`src/rtl/ref_sched_pkg.sv`:
```
package ref_sched_pkg;

   typedef enum logic {
      PWR_RUN  = 1'b0,
      PWR_SELF = 1'b1
   } pwr_state_e;

   function automatic int unsigned cnt_width(input int unsigned max_val);
      return (max_val < 2) ? 1 : $clog2(max_val + 1);
   endfunction

endpackage

```
`src/rtl/ref_interval_timer.sv`:
```
module ref_interval_timer #(
   parameter int unsigned TREFI_CYC = 1950,
   parameter bit          HOT_HALVE = 1'b1,
   localparam int unsigned W        = $clog2(TREFI_CYC)
) (
   input  logic clk_i,
   input  logic rst_ni,
   input  logic run_i,
   input  logic hot_i,
   output logic tick_o
);

   localparam logic [W-1:0] FULL_M1 = W'(TREFI_CYC - 1);
   localparam logic [W-1:0] HALF_M1 = W'(TREFI_CYC / 2 - 1);

   logic [W-1:0] cnt_q;
   logic [W-1:0] reload;

   initial begin
      assert (TREFI_CYC >= 4) else $error("interval too short");
   end

   generate
      if (HOT_HALVE) begin : g_thermal
         assign reload = hot_i ? HALF_M1 : FULL_M1;
      end else begin : g_fixed
         assign reload = FULL_M1;
      end
   endgenerate

   assign tick_o = run_i && (cnt_q == '0);

   always_ff @(posedge clk_i) begin
      if (!rst_ni) begin
         cnt_q <= FULL_M1;
      end else if (!run_i || cnt_q == '0) begin
         cnt_q <= reload;
      end else begin
         cnt_q <= cnt_q - 1'b1;
      end
   end

   // two expiries can never be adjacent
   assert_tick_spacing_R2: assert property (@(posedge clk_i) disable iff (!rst_ni)
      tick_o |=> !tick_o);

endmodule

```
`src/rtl/ref_debt_ctr.sv`:
```
module ref_debt_ctr #(
   parameter int unsigned DEBT_MAX = 8,
   localparam int unsigned W       = ref_sched_pkg::cnt_width(DEBT_MAX)
) (
   input  logic         clk_i,
   input  logic         rst_ni,
   input  logic         inc_i,
   input  logic         dec_i,
   input  logic         clr_i,
   output logic [W-1:0] debt_o,
   output logic         urgent_o
);

   localparam logic [W-1:0] CAP = W'(DEBT_MAX);

   logic [W-1:0] debt_q;
   logic [W-1:0] debt_d;

   initial begin
      assert (DEBT_MAX >= 1) else $error("debt ceiling must be positive");
   end

   always_comb begin
      debt_d = debt_q;
      if (clr_i) begin
         debt_d = '0;
      end else if (inc_i && !dec_i) begin
         if (debt_q != CAP) debt_d = debt_q + 1'b1;
      end else if (dec_i && !inc_i) begin
         if (debt_q != '0) debt_d = debt_q - 1'b1;
      end
   end

   always_ff @(posedge clk_i) begin
      if (!rst_ni) debt_q <= '0;
      else         debt_q <= debt_d;
   end

   assign debt_o   = debt_q;
   assign urgent_o = (debt_q == CAP);

   assert_debt_cap_R4: assert property (@(posedge clk_i) disable iff (!rst_ni)
      debt_q <= CAP);

endmodule

```
`src/rtl/ref_hold_window.sv`:
```
module ref_hold_window #(
   parameter int unsigned LEN = 32,
   localparam int unsigned W  = ref_sched_pkg::cnt_width(LEN)
) (
   input  logic clk_i,
   input  logic rst_ni,
   input  logic load_i,
   output logic busy_o
);

   logic [W-1:0] cnt_q;

   initial begin
      assert (LEN >= 1) else $error("window length must be positive");
   end

   always_ff @(posedge clk_i) begin
      if (!rst_ni) begin
         cnt_q <= '0;
      end else if (load_i) begin
         cnt_q <= W'(LEN);
      end else if (cnt_q != '0) begin
         cnt_q <= cnt_q - 1'b1;
      end
   end

   assign busy_o = (cnt_q != '0);

   assert_window_arm_R6: assert property (@(posedge clk_i) disable iff (!rst_ni)
      load_i |=> busy_o);

endmodule

```
`src/rtl/ref_pwr_fsm.sv`:
```
module ref_pwr_fsm #(
   parameter int unsigned CKE_MIN_CYC = 3,
   localparam int unsigned W          = ref_sched_pkg::cnt_width(CKE_MIN_CYC)
) (
   input  logic clk_i,
   input  logic rst_ni,
   input  logic enter_i,
   input  logic exit_i,
   input  logic enter_ok_i,
   output logic cke_o,
   output logic self_o,
   output logic enter_fire_o,
   output logic exit_fire_o
);
   import ref_sched_pkg::*;

   localparam logic [W-1:0] MINW = W'(CKE_MIN_CYC);

   pwr_state_e   state_q;
   logic [W-1:0] hold_q;
   logic         hold_met;

   initial begin
      assert (CKE_MIN_CYC >= 1) else $error("CKE minimum must be positive");
   end

   assign hold_met     = (hold_q >= MINW);
   assign enter_fire_o = (state_q == PWR_RUN)  && enter_i && enter_ok_i && hold_met;
   assign exit_fire_o  = (state_q == PWR_SELF) && exit_i && hold_met;

   always_ff @(posedge clk_i) begin
      if (!rst_ni) begin
         state_q <= PWR_RUN;
         hold_q  <= MINW;
      end else if (enter_fire_o) begin
         state_q <= PWR_SELF;
         hold_q  <= W'(1);
      end else if (exit_fire_o) begin
         state_q <= PWR_RUN;
         hold_q  <= W'(1);
      end else if (!hold_met) begin
         hold_q  <= hold_q + 1'b1;
      end
   end

   assign self_o = (state_q == PWR_SELF);
   assign cke_o  = (state_q == PWR_RUN);

   // independent level-age counter for the pulse-width check
   logic         chk_cke_q;
   logic [W-1:0] chk_age_q;
   always_ff @(posedge clk_i) begin
      if (!rst_ni) begin
         chk_cke_q <= 1'b1;
         chk_age_q <= MINW;
      end else begin
         chk_cke_q <= cke_o;
         if (cke_o != chk_cke_q)  chk_age_q <= W'(1);
         else if (chk_age_q < MINW) chk_age_q <= chk_age_q + 1'b1;
      end
   end

   assert_cke_pulse_R8: assert property (@(posedge clk_i) disable iff (!rst_ni)
      (cke_o != chk_cke_q) |-> (chk_age_q >= MINW));

endmodule

```
`src/rtl/dram_refresh_sched.sv`:
```
module dram_refresh_sched #(
   parameter int unsigned TREFI_CYC   = 1950,
   parameter int unsigned TRFC_CYC    = 32,
   parameter int unsigned TXSNR_CYC   = 35,
   parameter int unsigned TXSRD_CYC   = 200,
   parameter int unsigned CKE_MIN_CYC = 3,
   parameter int unsigned DEBT_MAX    = 8,
   localparam int unsigned DEBT_W     = ref_sched_pkg::cnt_width(DEBT_MAX)
) (
   input  logic              clk_i,
   input  logic              rst_ni,
   input  logic              hot_i,
   input  logic              banks_idle_i,
   input  logic              ref_grant_i,
   input  logic              sr_enter_i,
   input  logic              sr_exit_i,
   output logic              ref_req_o,
   output logic              ref_urgent_o,
   output logic              cke_o,
   output logic              block_act_o,
   output logic              block_rd_o,
   output logic [DEBT_W-1:0] debt_o
);

   logic tick, fire, enter_ok, enter_fire, exit_fire, self_st;
   logic rfc_busy, xsnr_busy, xsrd_busy;

   initial begin
      assert (TXSRD_CYC >= TXSNR_CYC) else $error("read exit window shorter than non-read");
   end

   ref_interval_timer #(.TREFI_CYC(TREFI_CYC), .HOT_HALVE(1'b1)) u_timer (
      .clk_i, .rst_ni, .run_i(!self_st), .hot_i, .tick_o(tick));

   assign ref_req_o = !self_st && (debt_o != '0) && banks_idle_i && !rfc_busy && !xsnr_busy;
   assign fire      = ref_req_o && ref_grant_i;
   assign enter_ok  = banks_idle_i && !rfc_busy && !xsnr_busy && !fire;

   ref_debt_ctr #(.DEBT_MAX(DEBT_MAX)) u_debt (
      .clk_i, .rst_ni, .inc_i(tick), .dec_i(fire), .clr_i(enter_fire),
      .debt_o, .urgent_o(ref_urgent_o));

   ref_pwr_fsm #(.CKE_MIN_CYC(CKE_MIN_CYC)) u_pwr (
      .clk_i, .rst_ni, .enter_i(sr_enter_i), .exit_i(sr_exit_i), .enter_ok_i(enter_ok),
      .cke_o, .self_o(self_st), .enter_fire_o(enter_fire), .exit_fire_o(exit_fire));

   ref_hold_window #(.LEN(TRFC_CYC)) u_rfc_win (
      .clk_i, .rst_ni, .load_i(fire), .busy_o(rfc_busy));

   ref_hold_window #(.LEN(TXSNR_CYC)) u_xsnr_win (
      .clk_i, .rst_ni, .load_i(exit_fire), .busy_o(xsnr_busy));

   ref_hold_window #(.LEN(TXSRD_CYC)) u_xsrd_win (
      .clk_i, .rst_ni, .load_i(exit_fire), .busy_o(xsrd_busy));

   assign block_act_o = self_st || rfc_busy || xsnr_busy;
   assign block_rd_o  = self_st || xsrd_busy;

   assert_grant_blocks_R6: assert property (@(posedge clk_i) disable iff (!rst_ni)
      (ref_req_o && ref_grant_i) |=> (block_act_o && !ref_req_o));

   assert_req_gated_R5: assert property (@(posedge clk_i) disable iff (!rst_ni)
      ref_req_o |-> (banks_idle_i && cke_o && debt_o != '0));

   assert_sr_entry_R7: assert property (@(posedge clk_i) disable iff (!rst_ni)
      $fell(cke_o) |-> (debt_o == '0 && block_act_o && block_rd_o));

   assert_exit_windows_R9: assert property (@(posedge clk_i) disable iff (!rst_ni)
      $rose(cke_o) |-> (block_act_o && block_rd_o));

endmodule

```
`config.mk`:
```
export PLATFORM = sky130hd
export DESIGN_NAME = dram_refresh_sched
export DESIGN_NICKNAME = d
export VERILOG_FILES = /design/src/rtl/ref_sched_pkg.sv /design/src/rtl/ref_interval_timer.sv /design/src/rtl/ref_debt_ctr.sv /design/src/rtl/ref_hold_window.sv /design/src/rtl/ref_pwr_fsm.sv /design/src/rtl/dram_refresh_sched.sv
export SDC_FILE = /design/constraint.sdc
export NUM_CORES = 1
export LEC_CHECK = 0
export CELL_PAD_IN_SITES_DETAIL_PLACEMENT = 1
export CELL_PAD_IN_SITES_GLOBAL_PLACEMENT = 1
export CORE_MARGIN = 1
export CORE_UTILIZATION = 49
export DETAILED_ROUTE_END_ITERATION = 7
export GPL_TIMING_DRIVEN = 0
export HOLD_SLACK_MARGIN = 0.15
export PLACE_DENSITY_LB_ADDON = 0.15
export SETUP_SLACK_MARGIN = 0.4
export SYNTH_ARGS = -nofsm -noshare
export SYNTH_HDL_FRONTEND = slang
export SYNTH_HIERARCHICAL = 1
export SYNTH_SLANG_ARGS = --single-unit
export TNS_END_PERCENT = 10
```
`constraint.sdc`:
```
create_clock -name clk_i -period 6.4 [get_ports clk_i]
set_input_delay 1.28 -clock clk_i [delete_from_list [all_inputs] [get_ports clk_i]]
set_output_delay 1.28 -clock clk_i [all_outputs]
set_load 0.05 [all_outputs]
```
# Word-level counts from Yosys, hierarchy flattened
# Index checks and enable logic that the tools add are counted.
# W data, S select, Z words.
dict set report totals {
  elab_cells 83
  output_inout_bits 9
  reg_bits 38
  inputBits 7
}
dict set report op_classes {
  n_eq_ne 4
  muxes 17
  bitwise_logic 2
  reduce_logical 41
  magnitude_cmp 1
  addsub 7
}
# op count
set op_table {}
lappend op_table {{$mux W6} 4}
lappend op_table {{$mux W11} 2}
lappend op_table {{$logic_and A1 B1 Y1} 16}
lappend op_table {{$mux W4} 4}
lappend op_table {{$mux W8} 2}
lappend op_table {{$reduce_bool A2 Y1} 6}
lappend op_table {{$reduce_bool A6 Y1} 2}
lappend op_table {{$sub A6 B1 Y6 const B} 2}
lappend op_table {{$logic_not A11 Y1} 1}
lappend op_table {{$sub A11 B1 Y11 const B} 1}
lappend op_table {{$reduce_bool A8 Y1} 1}
lappend op_table {{$sub A8 B1 Y8 const B} 1}
lappend op_table {{$mux W2} 3}
lappend op_table {{$reduce_or A2 Y1} 3}
lappend op_table {{$logic_not A1 Y1} 5}
lappend op_table {{$add A4 B1 Y4 const B} 1}
lappend op_table {{$eq A4 B4 Y1 const B} 1}
lappend op_table {{$logic_or A1 B1 Y1} 4}
lappend op_table {{$ne A4 B4 Y1 const B} 1}
lappend op_table {{$reduce_bool A4 Y1} 1}
lappend op_table {{$sub A4 B1 Y4 const B} 1}
lappend op_table {{$ne A3 B3 Y1 const B} 1}
lappend op_table {{$reduce_and A3 Y1} 1}
lappend op_table {{$reduce_or A3 Y1} 1}
lappend op_table {{other kinds (5)} 7}

# Logic depth before layout (Yosys ltp)
# Gate-level depths: netlist of the first run.
dict set report depth {
  word_depth 11
  depth_mapped 15
  depth_no_buf 15
}

# By module
# Netlist of the first run, hierarchy kept.
# mod area_per_inst_um2 instances seq_area_each_um2 cells_each
set by_module_without_submodules {}
lappend by_module_without_submodules {ref_interval_timer 540.5 1 220.2 56}
lappend by_module_without_submodules {{ref_hold_window (u_xsrd_win)} 435.4 1 160.2 45}
lappend by_module_without_submodules {ref_debt_ctr 344.1 1 80.1 37}
lappend by_module_without_submodules {{ref_hold_window (u_xsnr_win)} 344.1 1 120.1 39}
lappend by_module_without_submodules {{ref_hold_window (u_rfc_win)} 326.6 1 120.1 34}
lappend by_module_without_submodules {ref_pwr_fsm 170.2 1 60.1 20}
lappend by_module_without_submodules {dram_refresh_sched 60.1 1 0.0 9}

# Worst setup path after synthesis of the first run
# Ideal clock, no wire load.
dict set report synth_timing {
  path_type {register to register}
  from {reg u_rfc_win.cnt_q[0]}
  to {reg u_debt.debt_q[3], in the netlist u_debt/debt_o[3]}
  synth_period_minus_slack_ns 3.204
  setup_slack_ns 3.196
  stages_incl_launch_ff 16
  setup_time_ns 0.134
  path_buffers 0
  t_arrival_ns 3.070
  required_time_ns 6.266
  cell_sequence {dfxtp_1 > inv_1 > ha_1 > or2b_2 > nor2_8 > inv_2 > nor3_1 > and4_1 > inv_1 > ha_1 > inv_1 > ha_1 > a21oi_1 > a211oi_1 > o21ai_1 > or4b_1}
}
dict set report synth_between {
  elab_chain_cells 10
  elab_cells_between_ends 19
  classes_between {eq/ne: 1; mux: 1; reduce/logical: 17}
}
# item line_no
set synth_rtl {}
lappend synth_rtl {{from (decl)} ref_hold_window.sv:11} ;# logic [W-1:0] cnt_q;
lappend synth_rtl {{from (signal assigned)} ref_hold_window.sv:21} ;# cnt_q <= W'(LEN);
lappend synth_rtl {{from (signal assigned)} ref_hold_window.sv:23} ;# cnt_q <= cnt_q - 1'b1;
lappend synth_rtl {{$reduce_bool A6 Y1 *} ref_hold_window.sv:27} ;# assign busy_o = (cnt_q != '0);
lappend synth_rtl {{via rfc_busy} dram_refresh_sched.sv:26} ;# logic rfc_busy, xsnr_busy, xsrd_busy;
lappend synth_rtl {{$logic_not A1 Y1 *} dram_refresh_sched.sv:35} ;# assign ref_req_o = !self_st && (debt_o != '0) && banks_idle_i && !rfc_busy && !xsnr_busy;
lappend synth_rtl {{$logic_and A1 B1 Y1 * (2 in series)} dram_refresh_sched.sv:35}
lappend synth_rtl {{$logic_and A1 B1 Y1 *} dram_refresh_sched.sv:36} ;# assign fire = ref_req_o && ref_grant_i;
lappend synth_rtl {{via fire} dram_refresh_sched.sv:25} ;# logic tick, fire, enter_ok, enter_fire, exit_fire, self_st;
lappend synth_rtl {{branches (longest 5 deep; another with $reduce_and A3 Y1)} --}
lappend synth_rtl {{to (signal assigned)} ref_debt_ctr.sv:36} ;# else debt_q <= debt_d;
lappend synth_rtl {{to (decl)} ref_debt_ctr.sv:16} ;# logic [W-1:0] debt_q;
# Mark *: on every way through the listed nets, which the timed path passes.
# A chain may end at the register's enable or synchronous reset.

# Worst setup path in the final report of the first run
dict set report layout_timing {
  from {reg u_rfc_win.cnt_q[0]}
  to {out ref_req_o}
}
dict set report layout_between {
  elab_chain_cells 4
}
# item line_no
set layout_rtl {}
lappend layout_rtl {{$reduce_bool A6 Y1} ref_hold_window.sv:27}
lappend layout_rtl {{via rfc_busy} dram_refresh_sched.sv:26}
lappend layout_rtl {{$logic_not A1 Y1} dram_refresh_sched.sv:35}
lappend layout_rtl {{$logic_and A1 B1 Y1 (2 in series)} dram_refresh_sched.sv:35}
lappend layout_rtl {{to (decl)} dram_refresh_sched.sv:17} ;# output logic ref_req_o,
# The timed path passes the listed nets, and every way through them passes these cells.

==> flow_summary_export.csv, run 1 <==
group,metric,value,unit
run_status,status,"finished, final reports clean",
floorplan,core.rowCount,24,
logic_synthesis,seq_area_frac_synth,34.3,%
layout,final_core_util,59.2,%
logic_synthesis,synth_edf_count,0,
detailed_routing,wl_per_cell,15.1,um
detailed_routing,vias_per_cell,5.71,
placed_design,gp_congestion,0.758,
flow_run,cap_violations,0,
setup_path,regToRegSetupSlack,2.72,ns
setup_path,crit_slowest_cell,"clkdlybuf4s50_1",
global_route,grt_pass1_vias,1832,
floorplan,ios,16,
worst_hold_path,hold_class,"reg -> reg",
clock_network,numCtsBuffers,5,
clock_network,postCtsHoldBufs,0,
logic_synthesis,syn_inst,240,
clock_network,clock-root-buffer,"clkbuf_8",
layout,diodes,0,
detailed_routing,drc_errors,0,
sta,fmax,242,MHz
worst_hold_path,min_to,"u_xsrd_win/cnt_q[0]",
sta,hold_violations,0,
layout,fillCellCount,513,
setup_path,path_buf_inv,3,
clock_network,clk_transition_reported_paths,0.08,ns
worst_hold_path,hp-start,"u_xsrd_win/cnt_q[0]",
setup_path,critical_path_arrival,2.85,ns
clock_network,cts_sinks,38,
sta,rsz0062_at_grt,"no",
setup_path,max_stage_delay,0.81,ns
detailed_routing,drt-initial-drc-count,59,
placed_design,port_buffers,15,
global_route,grt_max_degree,20,
clock_network,h-tree-depth,2,
global_route,overflow,0,
setup_path,critPathCaptureType,"output port",
clock_network,cts_tree,"yes",
floorplan,die-area,4810,um^2
global_route,grt_pass1_wl,8.42,mm
floorplan,coreArea,4350,um^2
setup_path,worstPathMaxFanout,5,
clock_network,clockBufferDepth,2,
setup_path,cp-start-kind,"flop",
logic_synthesis,ys_types,68,
clock_network,postCtsSetupRepairBufs,0,
clock_network,insertion_delay,0.29,ns
logic_synthesis,synthesis.area,2220,um^2
power,peakVddDrop,131,uV
power,pwr_density_cell,423,nW/um^2
sta,drv_slew,0,
logic_synthesis,synth-seq-cells,38,
logic_synthesis,avgSynthCellArea,9.25,um^2
sta,final-setup-viol-count,0,
logic_synthesis,syn_nets,260,
setup_path,path_cells,"inv_1 -> ha_1 -> or2b_2 -> nor2_8 -> inv_2 -> nor3_1 -> and3_1 -> clkdlybuf4s50_1",
setup_path,reg2reg_to,"u_debt/debt_o[3]",
sta,tightest_slew,0.667,ns
detailed_routing,ant_nets,0,
setup_path,ff2ff_path_depth,15,
logic_synthesis,ys_warn_count,6,
sta,slew_headroom,55.4,%
sta,period_share,64.5,%
detailed_routing,totalWireLength,4.74,mm
floorplan,fp.dieH,69.3,um
layout,area_delta_synth_final,16.1,%
layout,drive_above_1_share,14.8,%
detailed_routing,firstDrtPassIters,4,
layout,nNetsFinal,282,
setup_path,crit_family,"simple AND/OR/NAND/NOR gates",
global_route,track_usage,21.5,%
logic_synthesis,synthArstFlopShare,0,%
sta,post-route-min-period,4.13,ns
sta,setup-tns-final,0,ns
clock_network,cts_resized,0,
sta,skew,0.00924,ns
placed_design,dp_hpwl,3.24,mm
worst_hold_path,holdPathStages,2,
setup_path,rr_startpoint,"u_rfc_win/cnt_q[0]",
setup_path,required,5.12,ns
global_route,antenna_found_initial,0,
floorplan,die_width,69.3,um
power,p_leak,0.962,nW
floorplan,start_util,51.0,%
logic_synthesis,ys.flop_type,"dfxtp_1",
setup_path,criticalPathCategory,"reg -> out",
detailed_routing,num_vias,1799,
## how the worst max path moves through the flow
stage,startpoint,endpoint,slack [ns],depth (start not counted)
after floorplan,u_rfc_win/cnt_q[0],u_debt/debt_o[3],3.20,15
after global placement,banks_idle_i,ref_req_o,2.39,3
after detailed placement,banks_idle_i,ref_req_o,2.38,3
after CTS,u_rfc_win/cnt_q[0],ref_req_o,2.24,8
after global routing,u_rfc_win/cnt_q[0],ref_req_o,2.13,8
final,u_rfc_win/cnt_q[0],ref_req_o,2.27,8
## worst register-to-register path, stage by stage, from the launching register on
cell and delay, ns:
dfxtp_1 0.36, inv_1 0.12, ha_1 0.20, or2b_2 0.37
nor2_8 0.12, inv_2 0.06, nor3_1 0.31, and4_1 0.29
inv_1 0.06, ha_1 0.26, inv_1 0.15, ha_1 0.28
a21oi_1 0.30, a211oi_1 0.13, o21ai_1 0.13, or4b_1 0.43
## state kept, by name, summed over array words and instances (netlist names)
| signal | cells |
|---|---|
| u_debt/debt_o | 4 |
| u_pwr/hold_q | 2 |
| u_pwr/self_o | 1 |
| u_rfc_win/cnt_q | 6 |
| u_timer/cnt_q | 11 |
| u_xsnr_win/cnt_q | 6 |
| u_xsrd_win/cnt_q | 8 |
## where the power goes
group | internal [W] | leakage (nW) | total, W | switching [W]
Combinational | 0.000219 | 0.578 | 0.000470 | 0.000251
Sequential | 0.000297 | 0.312 | 0.000368 | 0.0000713
Clock | 0.000166 | 0.0714 | 0.000254 | 0.0000875
## cell type report
| cell class | instances | area, um^2 | area share, % |
|---|---|---|---|
| clock inverter | 2 | 60.1 | 2.33 |
| timing repair buffer | 15 | 150 | 5.82 |
| sequential | 38 | 761 | 29.5 |
| buffer | 5 | 32.5 | 1.26 |
| inverter | 19 | 71.3 | 2.77 |
| multi-input combinational | 178 | 1360 | 52.6 |
| tap | 52 | 65.1 | 2.52 |
| clock buffer | 6 | 82.6 | 3.20 |
## Yosys cell counts, drive strengths merged (2+ instances only)
library cell	n	area, um^2
or3b	2	17.5
a211o	2	18.8
nand3	6	35.0
or4	3	30.0
and4b	2	20.0
dfxtp	38	761
o31a	2	17.5
and2	2	12.5
o21ai	6	30.0
xor2	5	43.8
o21a	2	15.0
a21oi	11	55.1
or4b	2	23.8
and3	3	25.0
nor4	5	52.6
a311oi	2	17.5
ha	12	150
a21boi	2	15.0
nor2b	2	12.5
nor3	17	101
a31oi	5	52.6
inv	19	71.3
nor2	16	76.3
a211oi	8	65.1
nand2	16	60.1
xnor2	9	78.8
nor3b	4	41.3
buf	3	23.8
clkbuf	2	8.75
or3	3	23.8
o31ai	4	30.0
nand2b	11	83.8
## placed cells by master (no fill, tap or decap), types with 3 or more instances in the layout
cell type / Yosys / layout
o31ai_1: 4 / 4
nor2_1: 15 / 15
clkdlybuf4s50_1: 0 / 15
xor2_1: 5 / 5
nor4_1: 3 / 3
nand2_1: 16 / 16
o21ai_0: 4 / 4
nand3_1: 5 / 5
a211oi_1: 7 / 7
xnor2_1: 9 / 9
nand2b_1: 9 / 9
a21oi_1: 11 / 11
nor3_1: 15 / 15
a31oi_1: 3 / 3
clkbuf_8: 0 / 6
nor3b_1: 3 / 3
inv_1: 18 / 18
dfxtp_1: 38 / 38
ha_1: 12 / 12
## cell families after synthesis
| logic type | share of synthesized area (%) |
|---|---|
| AO/OA/AOI/OAI | 17.1 |
| XOR/XNOR | 5.52 |
| AND/OR/NAND/NOR | 30.4 |
| flip-flops | 34.3 |
| buffers and inverters | 4.68 |
| multiplexers | 0.451 |
| adder cells (fa/ha/maj) | 7.66 |
## layer usage
layer / GRT usage, % / up-vias / part of all wire [%]
met3: 4.94 / 5 / 2.8
met4: 7.26 / 0 / 1.2
met2: 36.5 / 17 / 49
met5: 0 / - / 0
li1: - / 911 / -
met1: 26.8 / 866 / 47
## stage by stage
stage	hold WS (ns)	std cells	area, um^2	power (W)	setup WS (ns)
3_5_place_dp	0.501	307	2440	0.000835	2.38
6_report	0.514	315	2580	0.00109	2.27
5_1_grt	0.547	315	2580	0.00117	2.13
3_3_place_gp	0.488	307	2440	0.000820	2.39
4_1_cts	0.514	315	2580	0.00110	2.24
2_1_floorplan	0.456	240	2220	0.000736	3.20
No activity file was read; power rests on OpenSTA's default activity.
==> run 2, diff against run 1 <==
Settings changed: CORE_UTILIZATION 49 to 45.
Clock period 6.4 ns to 4.2 ns, I/O delays scaled along.
==> run 2 against run 1 <==
Worst setup slack worse by 1.7 ns. Total power is 52% higher. Clock skew is 0.0023 ns lower. Critical path type unchanged. Largest cell class unchanged. Via count is 1.2% lower. Die area is 8.6% higher. Final cell count is 4.8% higher. Global-route usage is 1.4 points lower. Critical endpoint unchanged. First-iteration DRC count is 27% lower. Combinational power is 51% higher.
==> flow_summary_export.csv, run 2 (synthesized netlist as in run 1, its figures left out) <==
group,metric,value,unit
worst_hold_path,hold_class,"reg -> reg",
sta,skew,0.00694,ns
setup_path,critical_path_arrival,2.78,ns
layout,reg_top3,"u_timer/cnt_q x11, u_xsrd_win/cnt_q x8",
clock_network,insertion_delay,0.30,ns
sta,fmax,276,MHz
clock_network,h-tree-depth,2,
layout,largest_register_ffs,11,
floorplan,die_width,72.3,um
floorplan,core.rowCount,25,
layout,top_register,"u_timer/cnt_q",
global_route,grt_pass1_vias,1840,
global_route,track_usage,20.2,%
floorplan,start_util,47.0,%
setup_path,path_cells,"inv_1 -> ha_1 -> or2b_2 -> nor2_8 -> inv_2 -> nor3_1 -> and3_1 -> clkdlybuf4s50_1",
layout,final_core_util,55.1,%
placed_design,port_buffers,15,
layout,drive_above_1_share,15.2,%
detailed_routing,topRoutingLayerUsed,"met4",
clock_network,numCtsBuffers,5,
sta,period_share,86.2,%
clock_network,postCtsSetupRepairBufs,0,
setup_path,max_stage_delay,0.79,ns
detailed_routing,wl_met1,2.13,mm
clock_network,cts_sinks,38,
detailed_routing,drt-initial-drc-count,43,
detailed_routing,drc_errors,0,
clock_network,clockBufferDepth,2,
clock_network,clk_transition_reported_paths,0.08,ns
layout,nNetsFinal,282,
detailed_routing,firstDrtPassIters,4,
setup_path,rr_startpoint,"u_rfc_win/cnt_q[0]",
setup_path,criticalPathCategory,"reg -> out",
power,pwr_density_cell,637,nW/um^2
setup_path,cp-start-kind,"flop",
placed_design,dpl_cell_area,2450,um^2
sta,setup_slack,0.579,ns
setup_path,reg2reg_to,"u_debt/debt_o[3]",
setup_path,regToRegSetupSlack,0.69,ns
detailed_routing,totalWireLength,4.55,mm
detailed_routing,wl_met3,91,um
placed_design,gp_congestion,0.745,
sta,rsz0062_at_grt,"yes",
placed_design,dp_worst_setup_slack,0.625,ns
floorplan,ios,16,
sta,drv_slew,0,
layout,area_delta_synth_final,17.1,%
detailed_routing,vias_per_cell,5.39,
sta,final-setup-viol-count,0,
setup_path,ff2ff_path_depth,15,
detailed_routing,wl_met2,2.24,mm
sta,hold_violations,0,
layout,diodes,0,
clock_network,clock-root-buffer,"clkbuf_8",
global_route,overflow,0,
layout,design_area,2600,um^2
run_status,status,"finished, final reports clean",
sta,tightest_slew,0.645,ns
floorplan,coreArea,4720,um^2
global_route,antenna_found_initial,0,
floorplan,fp.dieH,72.3,um
placed_design,dp_hpwl,3.39,mm
sta,post-route-min-period,3.62,ns
setup_path,worstPathMaxFanout,5,
setup_path,required,3.36,ns
sta,setup-tns-final,0,ns
clock_network,cts_tree,"yes",
setup_path,critPathLaunch,"u_rfc_win/cnt_q[0]",
detailed_routing,ant_nets,0,
setup_path,critPathCapture,"ref_req_o",
power,p_leak,0.963,nW
detailed_routing,wl_per_cell,13.8,um
layout,final_common_cell,"dfxtp_1",
power,peakVddDrop,236,uV
global_route,grt_max_degree,20,
setup_path,crit_slowest_cell,"clkdlybuf4s50_1",
global_route,grt_pass1_wl,8.18,mm
flow_run,cap_violations,0,
setup_path,critPathCaptureType,"output port",
layout,final_cell_mix,"dfxtp_1, inv_1, nand2_1",
floorplan,die-area,5220,um^2
sta,slew_headroom,56.9,%
detailed_routing,num_vias,1778,
-- run 2: changes by cell type in the layout (fill, tap and decap cells not counted) --
| cell | before | now |
|---|---|---|
| a21oi_1 | 11 | 10 |
| a21oi_2 | 0 | 1 |
-- run 2: per-layer routing --
layer / GRT usage (%) / vias to the layer above
li1: - / 899
met1: 24.5 / 857
met2: 34.2 / 15
met3: 3.75 / 7
met4: 9.80 / 0
met5: 0 / -
-- run 2: area by class of cell --
class / count / area [um^2]
buffer: 5 / 32.5
clock buffer: 6 / 82.6
clock inverter: 2 / 60.1
fill: 548 / 2120
inverter: 19 / 71.3
multi-input combinational: 178 / 1360
sequential: 38 / 761
tap: 67 / 83.8
timing repair buffer: 15 / 150
-- run 2: power by group --
group / leakage (nW) / switching, W / internal [W]
sequential: 0.312 / 0.000109 / 0.000452
clock: 0.0714 / 0.000134 / 0.000253
combinational: 0.579 / 0.000376 / 0.000333
-- run 2: worst min path at each step --
stage | start | endpoint | slack [ns] | cells past startpoint
finish | u_xsrd_win/cnt_q[0] | u_xsrd_win/cnt_q[0] | 0.50 | 2
global placement | u_xsrd_win/cnt_q[0] | u_xsrd_win/cnt_q[0] | 0.49 | 2
floorplan | u_xsrd_win/cnt_q[0] | u_xsrd_win/cnt_q[0] | 0.46 | 2
CTS | u_xsrd_win/cnt_q[0] | u_xsrd_win/cnt_q[0] | 0.51 | 2
detailed placement | u_xsrd_win/cnt_q[0] | u_xsrd_win/cnt_q[0] | 0.50 | 2
global route | u_xsrd_win/cnt_q[0] | u_xsrd_win/cnt_q[0] | 0.54 | 2
-- run 2: through the flow --
step	total power (W)	cells	hold slack, ns
floorplan	0.00112	240	0.456
global placement	0.00125	322	0.489
detailed placement	0.00128	322	0.500
CTS	0.00168	330	0.511
global route	0.00179	330	0.541
finish	0.00166	330	0.505
-- run 2: critical path, delay by kind of cell (launching register included) --
| family | cells | cell delay, ns |
|---|---|---|
| buffers and inverters | 3 | 0.97 |
| DFF | 1 | 0.35 |
| and+or+nand+nor | 4 | 0.97 |
| adders and majority gates | 1 | 0.19 |
-- run 2: timing repair --
action                                  in CTS  in global routing
resized for setup                            0                  1
endpoints found under the setup margin       0                  2
hold buffers                                 0                  0
==> run 3, diff against run 2 <==
Settings changed: CORE_MARGIN 1 to default, CORE_UTILIZATION 45 to 44, SYNTH_HIERARCHICAL 1 to default.
==> run 3 against run 2 <==
Critical path type unchanged. Clock power is 2% lower. Combinational power shrank 5.5%. Total power decreased by 3.0%. First-iteration DRC count is 35% higher. Count of clock-buffer cells in the layout shrank 1. Highest routed layer unchanged. Area after synthesis shrank 10%. Maximum frequency decreased by 0.93%. Synthesized cell count shrank 4.6%. Critical path depth fell by 1. Global-route usage fell by 0.29 points.
==> flow_summary_export.csv, run 3 <==
group,metric,value,unit
run_status,status,"finished, final reports clean",
clock_network,insertion_delay,0.30,ns
clock_network,postCtsSetupRepairBufs,0,
clock_network,cts_sinks,38,
sta,post-route-min-period,3.66,ns
setup_path,critical_path_arrival,2.82,ns
clock_network,clock-root-buffer,"clkbuf_8",
detailed_routing,ant_nets,0,
clock_network,clk_transition_reported_paths,0.08,ns
logic_synthesis,synth_common_cells,"dfxtp_1, nor2_1, nand2_1, xnor2_1, nand3_1",
detailed_routing,drc_errors,0,
logic_synthesis,synth-seq-cells,38,
power,pwr_density_cell,685,nW/um^2
sta,setup-tns-final,0,ns
clock_network,clockBufferDepth,2,
setup_path,critPathCaptureType,"output port",
logic_synthesis,synth_most_common_cell,"dfxtp_1",
logic_synthesis,synthArstFlopShare,0,%
global_route,grt_pass1_vias,1661,
placed_design,place_inst,296,
sta,hold_violations,0,
clock_network,numCtsBuffers,5,
logic_synthesis,ys.flop_type,"dfxtp_1",
power,total_power,0.00161,W
setup_path,rr_startpoint,"u_xsnr_win.cnt_q[0]",
logic_synthesis,yosysTopAreaCell,"dfxtp_1",
floorplan,die-area,4800,um^2
power,p_leak,0.921,nW
clock_network,cts_resized,0,
floorplan,fp.dieH,69.3,um
setup_path,worstPathMaxFanout,6,
global_route,track_usage,19.9,%
setup_path,required,3.36,ns
detailed_routing,firstDrtPassIters,4,
sta,skew,0.00989,ns
logic_synthesis,ys_types,46,
setup_path,cp-start-kind,"flop",
layout,drive_above_1_share,5.56,%
floorplan,start_util,45.8,%
layout,finalNonFillerCells,304,
worst_hold_path,hold_class,"reg -> reg",
logic_synthesis,avgSynthCellArea,8.70,um^2
sta,rsz0062_at_grt,"no",
layout,diodes,0,
power,sw_frac_of_total,37.1,%
layout,top_register,"u_timer.cnt_q",
flow_run,cap_violations,0,
sta,slew_headroom,65.7,%
sta,drv_slew,0,
logic_synthesis,syn_inst,229,
power,seqPwrFrac,34.7,%
floorplan,die_width,69.3,um
sta,hold_slack,0.481,ns
power,power_frac_comb,41.7,%
power,p_int,0.00101,W
sta,tightest_slew,0.507,ns
power,power.switching,0.000597,W
floorplan,core.rowCount,24,
detailed_routing,num_vias,1619,
detailed_routing,totalWireLength,4.38,mm
logic_synthesis,synth.top_cell.area_share,38.2,%
global_route,grt_pass1_wl,7.60,mm
detailed_routing,wl_per_cell,14.4,um
detailed_routing,vias_per_cell,5.33,
layout,area_delta_synth_final,17.7,%
layout,largest_register_ffs,11,
floorplan,coreArea,4350,um^2
setup_path,criticalPathCategory,"reg -> out",
power,pwr-share-clk,23.6,%
logic_synthesis,synthesis.area,1990,um^2
floorplan,ios,16,
global_route,antenna_found_initial,0,
logic_synthesis,ys_warn_count,0,
layout,final_cell_mix,"dfxtp_1, nor2_1, nand2_1",
worst_hold_path,hp-start,"u_pwr.hold_q[1]",
sta,period_share,87.0,%
logic_synthesis,seq_area_frac_synth,38.2,%
clock_network,postCtsHoldBufs,0,
power,peakVddDrop,360,uV
sta,final-setup-viol-count,0,
clock_network,cts_tree,"yes",
logic_synthesis,synth_edf_count,0,
placed_design,gp_congestion,0.766,
placed_design,port_buffers,15,
layout,final_common_cell,"dfxtp_1",
layout,reg_top3,"u_timer.cnt_q x11, u_xsrd_win.cnt_q x8",
clock_network,h-tree-depth,2,
logic_synthesis,syn_nets,247,
sta,fmax,274,MHz
setup_path,critPathLaunch,"u_xsrd_win.cnt_q[0]",
detailed_routing,drt-initial-drc-count,58,
layout,nNetsFinal,269,
placed_design,dp_hpwl,3.26,mm
logic_synthesis,synth_area_leaders,"dfxtp_1, ha_1, xnor2_1",
global_route,grt_max_degree,14,
global_route,overflow,0,
[run 3: critical path: stages, from the launching register on]
cell             delay, ns
dfxtp_1               0.34
inv_1                 0.06
ha_1                  0.18
or3b_1                0.41
or4b_1                0.48
clkbuf_1              0.18
nand2b_1              0.17
clkdlybuf4s50_1       0.70
[run 3: cells by family (layout without fill, tap and decap cells)]
group,Yosys count,count (layout),share of synthesized area (%)
compound gates,30,30,10.8
simple gates,105,105,27.6
buf+inv,16,39,3.14
mux,5,5,2.51
xor+xnor,24,24,10.5
fa+ha+maj,11,11,7.28
flops,38,38,38.2
[run 3: through the flow]
stage | instance area, um^2 | setup WS [ns] | utilization [%]
floorplan | 1990 | 0.849 | -
global route | 2350 | 0.444 | 53.9
finish | 2350 | 0.545 | 53.9
CTS | 2350 | 0.525 | 53.9
detailed placement | 2210 | 0.558 | 50.7
global placement | 2210 | 0.618 | 50.7
[run 3: path summary, 6_finish.rpt]
check | end | slack [ns] | cells past startpoint
worst max-delay path | block_rd_o | 0.54 | 7
worst min register to register | u_pwr.hold_q[1] | 0.48 | 2
worst min-delay path | u_pwr.hold_q[1] | 0.48 | 2
worst max register to register | u_debt.debt_o[3] | 1.24 | 12
[run 3: per-layer routing]
layer | vias to the layer above | part of all wire (%) | GRT usage (%)
met5 | - | 0 | 0
met4 | 0 | 1.5 | 7.48
met3 | 7 | 2.4 | 4.51
met2 | 20 | 48 | 34.0
met1 | 762 | 48 | 24.2
li1 | 830 | - | -
[run 3: final cells by class]
| cell class | instances | area, um^2 |
|---|---|---|
| multi-input combinational | 175 | 1170 |
| clock inverter | 3 | 68.8 |
| inverter | 10 | 37.5 |
| timing repair buffer | 15 | 150 |
| clock buffer | 5 | 68.8 |
| fill | 539 | 2010 |
| buffer | 6 | 25.0 |
| sequential | 38 | 761 |
| tap | 52 | 65.1 |
[run 3: power groups by stage]
| stage | registers, W | logic, W | clock network, W |
|---|---|---|---|
| floorplan | 0.000544 | 0.000547 | 0 |
| global placement | 0.000561 | 0.000649 | 0 |
| detailed placement | 0.000567 | 0.000672 | 0 |
| CTS | 0.000559 | 0.000678 | 0.000387 |
| global route | 0.000573 | 0.000760 | 0.000398 |
| finish | 0.000558 | 0.000670 | 0.000380 |
